===== src/rtl/pwm_pkg.sv =====
package pwm_pkg;
  typedef enum logic {
    SRC_TBASE = 1'b0,
    SRC_TOVF  = 1'b1
  } cnt_src_e;
endpackage


===== src/rtl/pwm_tick_sel.sv =====
module pwm_tick_sel
  import pwm_pkg::*;
(
  input  logic     tb_tick_i,
  input  logic     tmr_ovf_i,
  input  cnt_src_e src_i,
  output logic     tick_o
);
  always_comb begin
    unique case (src_i)
      SRC_TOVF: tick_o = tmr_ovf_i;
      default:  tick_o = tb_tick_i;
    endcase
  end
endmodule


===== src/rtl/pwm_byte_cnt.sv =====
module pwm_byte_cnt #(
  parameter int W = 8
) (
  input  logic         clk_i,
  input  logic         rst_ni,
  input  logic         clr_i,
  input  logic         inc_i,
  input  logic         wrap_i,
  input  logic [W-1:0] per_i,
  input  logic [W-1:0] duty_i,
  output logic [W-1:0] cnt_o,
  output logic [W-1:0] per_o,
  output logic [W-1:0] duty_o
);
  logic load;
  assign load = clr_i | (inc_i & wrap_i);

  always_ff @(posedge clk_i or negedge rst_ni) begin
    if (!rst_ni) begin
      cnt_o <= '0;
    end else if (clr_i) begin
      cnt_o <= '0;
    end else if (inc_i) begin
      cnt_o <= wrap_i ? '0 : cnt_o + 1'b1;
    end
  end

  // shadow to active copy at period boundary or while idle
  always_ff @(posedge clk_i or negedge rst_ni) begin
    if (!rst_ni) begin
      per_o  <= '0;
      duty_o <= '0;
    end else if (load) begin
      per_o  <= per_i;
      duty_o <= duty_i;
    end
  end
endmodule


===== src/rtl/pwm_cmp.sv =====
module pwm_cmp #(
  parameter int W = 8
) (
  input  logic [W-1:0] cnt_i,
  input  logic [W-1:0] per_i,
  input  logic [W-1:0] duty_i,
  output logic         lvl_o
);
  always_comb begin
    if (duty_i == '0)         lvl_o = 1'b0;
    else if (duty_i >= per_i) lvl_o = 1'b1;
    else                      lvl_o = cnt_i < duty_i;
  end
endmodule


===== src/rtl/pwm_dither.sv =====
module pwm_dither #(
  parameter int W = 8
) (
  input  logic [W-1:0] pos_i,
  input  logic [W-1:0] sub_i,
  input  logic [W-1:0] duty_hi_i,
  input  logic [W-1:0] duty_lo_i,
  output logic         lvl_o
);
  logic [W-1:0] sub_rev;
  logic         extra;
  logic [W:0]   thresh;

  for (genvar i = 0; i < W; i++) begin : g_rev
    assign sub_rev[i] = sub_i[W-1-i];
  end

  assign extra  = sub_rev < duty_lo_i;
  assign thresh = {1'b0, duty_hi_i} + {{W{1'b0}}, extra};
  assign lvl_o  = {1'b0, pos_i} < thresh;
endmodule


===== src/rtl/pwm_dual_wide.sv =====
module pwm_dual_wide
  import pwm_pkg::*;
#(
  parameter int W = 8
) (
  input  logic         clk_i,
  input  logic         rst_ni,
  input  logic         tb_tick_i,
  input  logic         tmr_ovf_i,
  input  logic         src_sel_i,
  input  logic         wide_i,
  input  logic         hs_i,
  input  logic         en0_i,
  input  logic         en1_i,
  input  logic [W-1:0] per0_i,
  input  logic [W-1:0] duty0_i,
  input  logic [W-1:0] per1_i,
  input  logic [W-1:0] duty1_i,
  output logic         pwm0_o,
  output logic         pwm1_o
);
  localparam int NCH = 2;
  localparam int WW  = 2 * W;
  localparam logic [W-1:0]  CMAX = '1;
  localparam logic [WW-1:0] WMAX = '1;

  logic tick;
  logic [W-1:0] per_in [NCH];
  logic [W-1:0] duty_in[NCH];
  logic [W-1:0] cnt    [NCH];
  logic [W-1:0] ap     [NCH];
  logic [W-1:0] ad     [NCH];
  logic [NCH-1:0] clr, inc, wrap, lvl;
  logic [NCH-1:0] en;
  logic [WW-1:0] w_cnt, w_per, w_duty;
  logic w_wrap, w_lvl, hs_lvl;

  pwm_tick_sel u_sel (
    .tb_tick_i(tb_tick_i),
    .tmr_ovf_i(tmr_ovf_i),
    .src_i    (cnt_src_e'(src_sel_i)),
    .tick_o   (tick)
  );

  assign per_in[0]  = per0_i;
  assign per_in[1]  = per1_i;
  assign duty_in[0] = duty0_i;
  assign duty_in[1] = duty1_i;
  assign en         = {en1_i, en0_i};

  assign w_cnt  = {cnt[1], cnt[0]};
  assign w_per  = {ap[1], ap[0]};
  assign w_duty = {ad[1], ad[0]};
  assign w_wrap = hs_i ? (w_cnt == WMAX) : (w_cnt == w_per);

  // channel 1 follows channel 0's carry when cascaded
  assign clr[0]  = !en0_i;
  assign inc[0]  = tick;
  assign wrap[0] = wide_i ? w_wrap : (cnt[0] == ap[0]);
  assign clr[1]  = wide_i ? !en0_i : !en1_i;
  assign inc[1]  = wide_i ? tick & ((cnt[0] == CMAX) | w_wrap) : tick;
  assign wrap[1] = wide_i ? w_wrap : (cnt[1] == ap[1]);

  for (genvar k = 0; k < NCH; k++) begin : g_ch
    pwm_byte_cnt #(.W(W)) u_cnt (
      .clk_i (clk_i),
      .rst_ni(rst_ni),
      .clr_i (clr[k]),
      .inc_i (inc[k]),
      .wrap_i(wrap[k]),
      .per_i (per_in[k]),
      .duty_i(duty_in[k]),
      .cnt_o (cnt[k]),
      .per_o (ap[k]),
      .duty_o(ad[k])
    );

    pwm_cmp #(.W(W)) u_cmp (
      .cnt_i (cnt[k]),
      .per_i (ap[k]),
      .duty_i(ad[k]),
      .lvl_o (lvl[k])
    );
  end

  pwm_cmp #(.W(WW)) u_wcmp (
    .cnt_i (w_cnt),
    .per_i (w_per),
    .duty_i(w_duty),
    .lvl_o (w_lvl)
  );

  pwm_dither #(.W(W)) u_dith (
    .pos_i    (cnt[0]),
    .sub_i    (cnt[1]),
    .duty_hi_i(ad[1]),
    .duty_lo_i(ad[0]),
    .lvl_o    (hs_lvl)
  );

  assign pwm0_o = en[0] & (wide_i ? (hs_i ? hs_lvl : w_lvl) : lvl[0]);
  assign pwm1_o = en[1] & !wide_i & lvl[1];

  logic [W-1:0] ap0, ad0, cnt0, cnt1, ap1;
  assign ap0  = ap[0];
  assign ad0  = ad[0];
  assign cnt0 = cnt[0];
  assign cnt1 = cnt[1];
  assign ap1  = ap[1];

  a_r5_clear_on_disable: assert property (@(posedge clk_i) disable iff (!rst_ni)
    !en0_i |=> (cnt0 == '0));

  a_r6_pin1_quiet: assert property (@(posedge clk_i) disable iff (!rst_ni)
    wide_i |-> !pwm1_o);

  a_r1_count_bound: assert property (@(posedge clk_i) disable iff (!rst_ni)
    (!wide_i && en1_i) |=> (wide_i || cnt1 <= ap1));

  a_r4_zero_duty_low: assert property (@(posedge clk_i) disable iff (!rst_ni)
    (!wide_i && ad0 == '0) |-> !pwm0_o);

  a_r3_hold_mid_period: assert property (@(posedge clk_i) disable iff (!rst_ni)
    (en0_i && !wide_i && !(tick && cnt0 == ap0)) |=> ($stable(ap0) && $stable(ad0)));
endmodule


===== config.mk =====
export PLATFORM = sky130hd
export DESIGN_NAME = pwm_dual_wide
export DESIGN_NICKNAME = d
export VERILOG_FILES = /design/src/rtl/pwm_pkg.sv /design/src/rtl/pwm_tick_sel.sv /design/src/rtl/pwm_byte_cnt.sv /design/src/rtl/pwm_cmp.sv /design/src/rtl/pwm_dither.sv /design/src/rtl/pwm_dual_wide.sv
export SDC_FILE = /design/constraint.sdc
export NUM_CORES = 1
export LEC_CHECK = 0
export BUFFER_PORTS_ARGS = -buffer_cell sky130_fd_sc_hd__buf_2
export CAP_MARGIN = 20
export CORE_ASPECT_RATIO = 1.4
export CORE_UTILIZATION = 54
export DETAILED_ROUTE_END_ITERATION = 8
export GPL_ROUTABILITY_DRIVEN = 0
export PLACE_DENSITY = 0.73
export SYNTH_ARGS = -nofsm -noshare
export SYNTH_HDL_FRONTEND = slang
export SYNTH_SLANG_ARGS = --single-unit

===== constraint.sdc =====
create_clock -name clk_i -period 7.2 [get_ports clk_i]
set_input_delay 0.36 -clock clk_i [delete_from_list [all_inputs] [get_ports clk_i]]
set_output_delay 0.36 -clock clk_i [all_outputs]
set_load 0.005 [all_outputs]

======== Word-level counts from Yosys, hierarchy flattened ========
Index checks and enable logic that the tools add are counted.
Widths: inputs -> output; s select.
cells by class
  add/sub/neg operators ................... 3
  $lt $le $gt $ge ......................... 8
  equal/unequal tests ..................... 6
  mux-type cells .......................... 20
  bitwise logic cells ..................... 9
  reduce and logical (&&, ||, !) cells .... 7
operators with widths
  cell                  count
  $mux 8                6
  $lt 8x8->1            3
  $add 8x1->8 const B   2
  $eq 16x16->1          1
  $eq 16x16->1 const B  1
  $eq 8x8->1            2
  $ge 16x16->1          1
  $ge 8x8->1            2
  $logic_not 16->1      1
  $logic_not 8->1       2
  $lt 16x16->1          1
  $mux 1                14
  $add 8x1->9           1
  $lt 8x9->1            1
  $eq 8x8->1 const B    1
  $and 1x1->1           6
  $logic_not 1->1       3
  $or 1x1->1            3
  $ne 2x1->1 const B    1
  $reduce_bool 2->1     1
word-level totals
  register bits ........................... 48
  output and inout port bits .............. 2

======== Depth between registers and ports, before layout ========
  depth after elaboration ................. 7
  depth in mapped cells ................... 19

======== Hierarchy ========
Synthesis repeated with hierarchy kept, for this count alone.
unflattened totals
  cell total of the unflattened synthesis .. 534
  area, all modules ....................... 4743.3 um2
by module, submodules not included
  module                       instances  cells an instance  area each (um2)
  pwm_byte_cnt                 2          85                 1074.8
  pwm_cmp (u_wcmp)             1          111                805.8
  pwm_cmp (g_ch[0].u_cmp ...)  2          55                 391.6
  pwm_dither                   1          63                 498.0
  pwm_dual_wide                1          79                 491.7
  pwm_tick_sel                 1          1                  15.0

======== Worst setup path after synthesis ========
Ideal clock, no wire load.
  path kind ............................... reg2out
  from .................................... register g_ch[1].u_cnt.cnt_o[6]
  to ...................................... output port pwm0_o
  data arrival time ....................... 3.274 ns
  slack ................................... 3.566 ns
  cell stages (with the launch flop) ...... 19
  path buffers ............................ 0
  path through ............................ dfrtp_1 > ha_1 > a21o_1 > a21o_1 > a21oi_1 > nor2b_1 > o21ai_0 > a211o_1 > ha_1 > ha_1 > nand3_1 > nor3_1 > xnor2_1 > ha_1 > nand2_1 > a21oi_1 > a2111oi_0 > nor3_1 > o32ai_1
between the ends
  cells in the longest elaborated chain, start to end .. 6
  elaborated cells between the ends (all ways) .. 9
  those cells by class .................... add/sub: 1; order compare: 3; mux: 4; bitwise: 1
RTL lines
  item                                               line                             source
  from (decl)                                        pwm_byte_cnt.sv:11               output logic [W-1:0] cnt_o,
  from (signal assigned)                             pwm_byte_cnt.sv:24               cnt_o <= wrap_i ? '0 : cnt_o + 1'b1;
  $lt 8x8->1 / $lt 16x16->1 (equally long branches)  pwm_dither.sv:18, pwm_cmp.sv:12
  $add 8x1->9 / $mux 1 (equally long branches)       pwm_dither.sv:19, pwm_cmp.sv:11
  $lt 8x9->1 / $mux 1 (equally long branches)        pwm_dither.sv:20, pwm_cmp.sv:10
  $mux 1 (*) (2 in series)                           pwm_dual_wide.sv:101             assign pwm0_o = en[0] & (wide_i ? (hs_i ? hs_lvl : w_lvl) : lvl[0]);
  $and 1x1->1 (*)                                    pwm_dual_wide.sv:101
  to (decl)                                          pwm_dual_wide.sv:19              output logic pwm0_o,
Every way passes the cells marked *; elsewhere a longest branch is shown, timed or not.

======== Worst setup path in the final report ========
Ends and elaborated chain as after synthesis.

==> results.md <==
* Outcome: finished clean
* Detailed placer's ending HPWL at between 6 and 7 mm
* Setup-failing EPs final at 0
* Cell family with most CP delay: compound AO/OA/AOI/OAI gates
* Initial antenna violation count at 0
* Clock latency on the worst-skew pair at 0.29 ns
* Classification of the worst-slack hold path: primary input to flip-flop
* Std-Cell Core Area at between 6000 and 7000 µm²
* GRT Total Usage at 0.256
* Via-per-instance ratio at about 6
* Peak clock frequency supported by timing at ~220 MHz
* Capturing point of the worst reg2reg path: g_ch[1].u_cnt.per_o[0]
* Clock tree from TritonCTS: yes
* Hold Crit Start: per1_i[3]
* Setup CP Type: flip-flop to primary output
* Max IR drop VDD at about 0.14 mV
* Number of DRC markers in iteration 0 at around 210
* Global-route wire length before repair at ~14 mm
* Cell count after synthesis at slightly below 400
* Share of flip-flops with an asynchronous set or reset at 1.00
* Number of placed I/O pins at 43
* Worst endpoint required time at a little under 7 ns
* Placement Rows at 35
* First-pass detailed-route iteration total at 5
* Clock root buffer: sky130_fd_sc_hd__clkbuf_8
* Worst path cell trace: ha_1 -> a21o_1 -> a21o_1 -> a21oi_1 -> nor2b_1 -> o21ai_0 -> a211o_1 -> ha_1 -> ha_1 -> nand3_1 -> nor3_1 -> xnor2_1 -> ha_1 -> nand2_1 -> a21oi_1 -> a2111oi_0 -> nor3_1 -> o32ai_1 -> buf_2
* TritonCTS Buffers at 5
* Number of warning messages in the yosys log at 0
* Delay contributed by the slowest stage of the critical path at 0.47 ns
* Final routed DRC violation total at 0
* Unrepaired setup endpoints after global routing: false
* H-tree lvl count at 2
* Power consumption at 0.792 mW
* Arrival time of data at the critical path endpoint at approximately 4.1 ns
* Number of global-route vias before repair at a little under 3000
* Remaining antenna violation count after routing at 0
* Hold Path Cell Cnt at 2
* Most numerous cell on the critical path: sky130_fd_sc_hd__ha_1
* Floorplan die area at between 7000 and 8000 µm²
* Relative max-transition margin at 0.437
* Post-route clock period utilization at 0.621
* Post-CTS Setup Repair Bufs at 0
* Resize count post-CTS at 0
* FF+latch count, synth at 48
* Initial standard-cell utilization of the core at 0.571
* Final number of max-transition violations at 0
* Height of the die at roughly 100 µm
* Register-to-register setup slack at approximately 4 ns
* Fraction of final layout cells with drive strength greater than 1 at 0.225
* Final setup TNS at 0 ns
* Die boundary width at 73.2 µm
* Final hold violation count at 0
* Number of flops mapped to enable cells by yosys at 0
* Worst hold-check slack at roughly 0.29 ns
* Crit end category: primary output
* Critical path fanouts, max at 7
* Number of hold buffers added after CTS at 0
* Area grow syn2layout at 9.74%
* Sequential cell area fraction in the yosys report at 0.314
* Number of input and output port buffers inserted at between 40 and 50
* Post-route clock skew at 0.00325 ns
* Slew at the pin closest to its max-slew limit at about 0.84 ns
* Power density of the placed cells at between 150 and 200 nW/µm²
* Pin count of the biggest net entering global routing at between 40 and 50
* Period minus WS final at 4.47 ns
* Maximum buffer depth of the clock tree at 2
* Sum of routed wire length over all layers at ~8.8 mm
* Post-layout net count at 527
* Worst Reg2Reg Path Length in Cells at 7
* Buffer and inverter count on the worst path at 1
* Mean post-synth cell area at between 9 and 10 µm²
* Count of maximum capacitance violations at 0
* Area of the mapped netlist at approximately 3800 µm²
* Count of different cell masters after synthesis at 58
* Top flip-flop cell by instance count after synthesis: sky130_fd_sc_hd__dfrtp_1
* Count of vias placed by the detailed router at 3128
* Routed length per instance at around 17 µm
* Nets in the synthesized netlist at 483
* Worst min-delay path endpoint: g_ch[1].u_cnt.per_o[3]
* Count of clock tree sinks at 48
* Aggregate global routing overflow at 0
* Antenna cells at 0
* Sort of element at the start of the critical path: flip-flop
* Leakage at ~2.0 nW
* Register clock-pin slew on the reported worst setup and hold paths at approximately 0.080 ns
* Beginning of the worst register-to-register path: g_ch[0].u_cnt.cnt_o[0]
* Crit path max-delay cell type: sky130_fd_sc_hd__dfrtp_1
metrics by stage:
step | area, µm² | utilization | setup WS [ns] | instances
after floorplan | 3830 | - | 3.57 | 391
after global placement | 4090 | 0.611 | 3.07 | 518
after detailed placement | 4090 | 0.611 | 3.06 | 518
after CTS | 4170 | 0.623 | 2.69 | 525
after global routing | 4200 | 0.627 | 2.30 | 527
final | 4200 | 0.627 | 2.73 | 527
logic make-up (layout without fill, tap and decap cells):
family	Yosys count	in the layout	synth area share
AO/OA/AOI/OAI	83	83	0.162
XOR/XNOR	14	14	0.0320
adder cells (fa/ha/maj)	51	51	0.167
buffers and inverters	53	97	0.0618
flip-flops	48	48	0.314
multiplexers	34	34	0.108
AND/OR/NAND/NOR	108	108	0.155
registers in the layout, summed over array words and instances (netlist names):
register,count
g_ch.u_cnt.cnt_o,16
g_ch.u_cnt.duty_o,16
g_ch.u_cnt.per_o,16
routing by layer:
layer  track usage  vias up  share of wire
met4         0.136        0          0.042
met5             0        -              0
met1         0.323     1494           0.43
met3        0.0348       28          0.039
met2         0.420       98           0.48
li1              -     1508              -
layout make-up:
cell class / instances / area, µm²
Fill cell: 595 / 2500
Multi-Input combinational cell: 290 / 2390
Sequential cell: 48 / 1200
Timing Repair Buffer: 45 / 248
Inverter: 45 / 169
Tap cell: 92 / 115
Clock buffer: 6 / 72.6
Clock inverter: 1 / 5.00
worst max path at each step:
| stage | end | cells after the start | slack (ns) | start |
|---|---|---|---|---|
| floorplan | pwm0_o | 18 | 3.57 | g_ch[1].u_cnt.cnt_o[6] |
| detailed placement | pwm0_o | 19 | 3.06 | g_ch[1].u_cnt.cnt_o[6] |
| CTS | pwm0_o | 19 | 2.69 | g_ch[1].u_cnt.cnt_o[6] |
| global placement | pwm0_o | 19 | 3.07 | g_ch[1].u_cnt.cnt_o[6] |
| global route | pwm0_o | 20 | 2.30 | g_ch[0].u_cnt.duty_o[1] |
| finish | pwm0_o | 19 | 2.73 | g_ch[1].u_cnt.cnt_o[6] |
cells in the mapped netlist (all sizes together) (7+ instances only):
| library cell | instances | area [µm²] |
|---|---|---|
| dfrtp | 48 | 1200 |
| nor2b | 12 | 90.1 |
| nand3 | 15 | 75.1 |
| nor2 | 16 | 60.1 |
| mux2 | 33 | 405 |
| ha | 51 | 638 |
| inv | 45 | 169 |
| nand2b | 9 | 56.3 |
| xnor2 | 14 | 123 |
| a21oi | 21 | 105 |
| o21ai | 14 | 73.8 |
| nor3 | 11 | 65.1 |
| a21o | 7 | 52.6 |
| nand2 | 18 | 67.6 |
layout by cell type, fill, tap and decap left out, types with 7 or more instances in the layout:
master / count
sky130_fd_sc_hd__nor3_1: 9
sky130_fd_sc_hd__nor2b_1: 10
sky130_fd_sc_hd__buf_2: 42
sky130_fd_sc_hd__inv_1: 45
sky130_fd_sc_hd__ha_1: 51
sky130_fd_sc_hd__nand2b_1: 9
sky130_fd_sc_hd__mux2_2: 24
sky130_fd_sc_hd__a21o_1: 7
sky130_fd_sc_hd__nor2_1: 16
sky130_fd_sc_hd__xnor2_1: 14
sky130_fd_sc_hd__nand2_1: 18
sky130_fd_sc_hd__nand3_1: 15
sky130_fd_sc_hd__mux2_4: 9
sky130_fd_sc_hd__o21ai_0: 13
sky130_fd_sc_hd__dfrtp_1: 48
sky130_fd_sc_hd__a21oi_1: 21
where the power goes:
group | total [mW] | switching, mW | internal [mW] | leakage [nW]
logic | 0.279 | 0.141 | 0.139 | 1.36
registers | 0.361 | 0.0570 | 0.304 | 0.595
clock network | 0.152 | 0.0856 | 0.0662 | 0.0410
No activity file was read; power rests on OpenSTA's default activity.
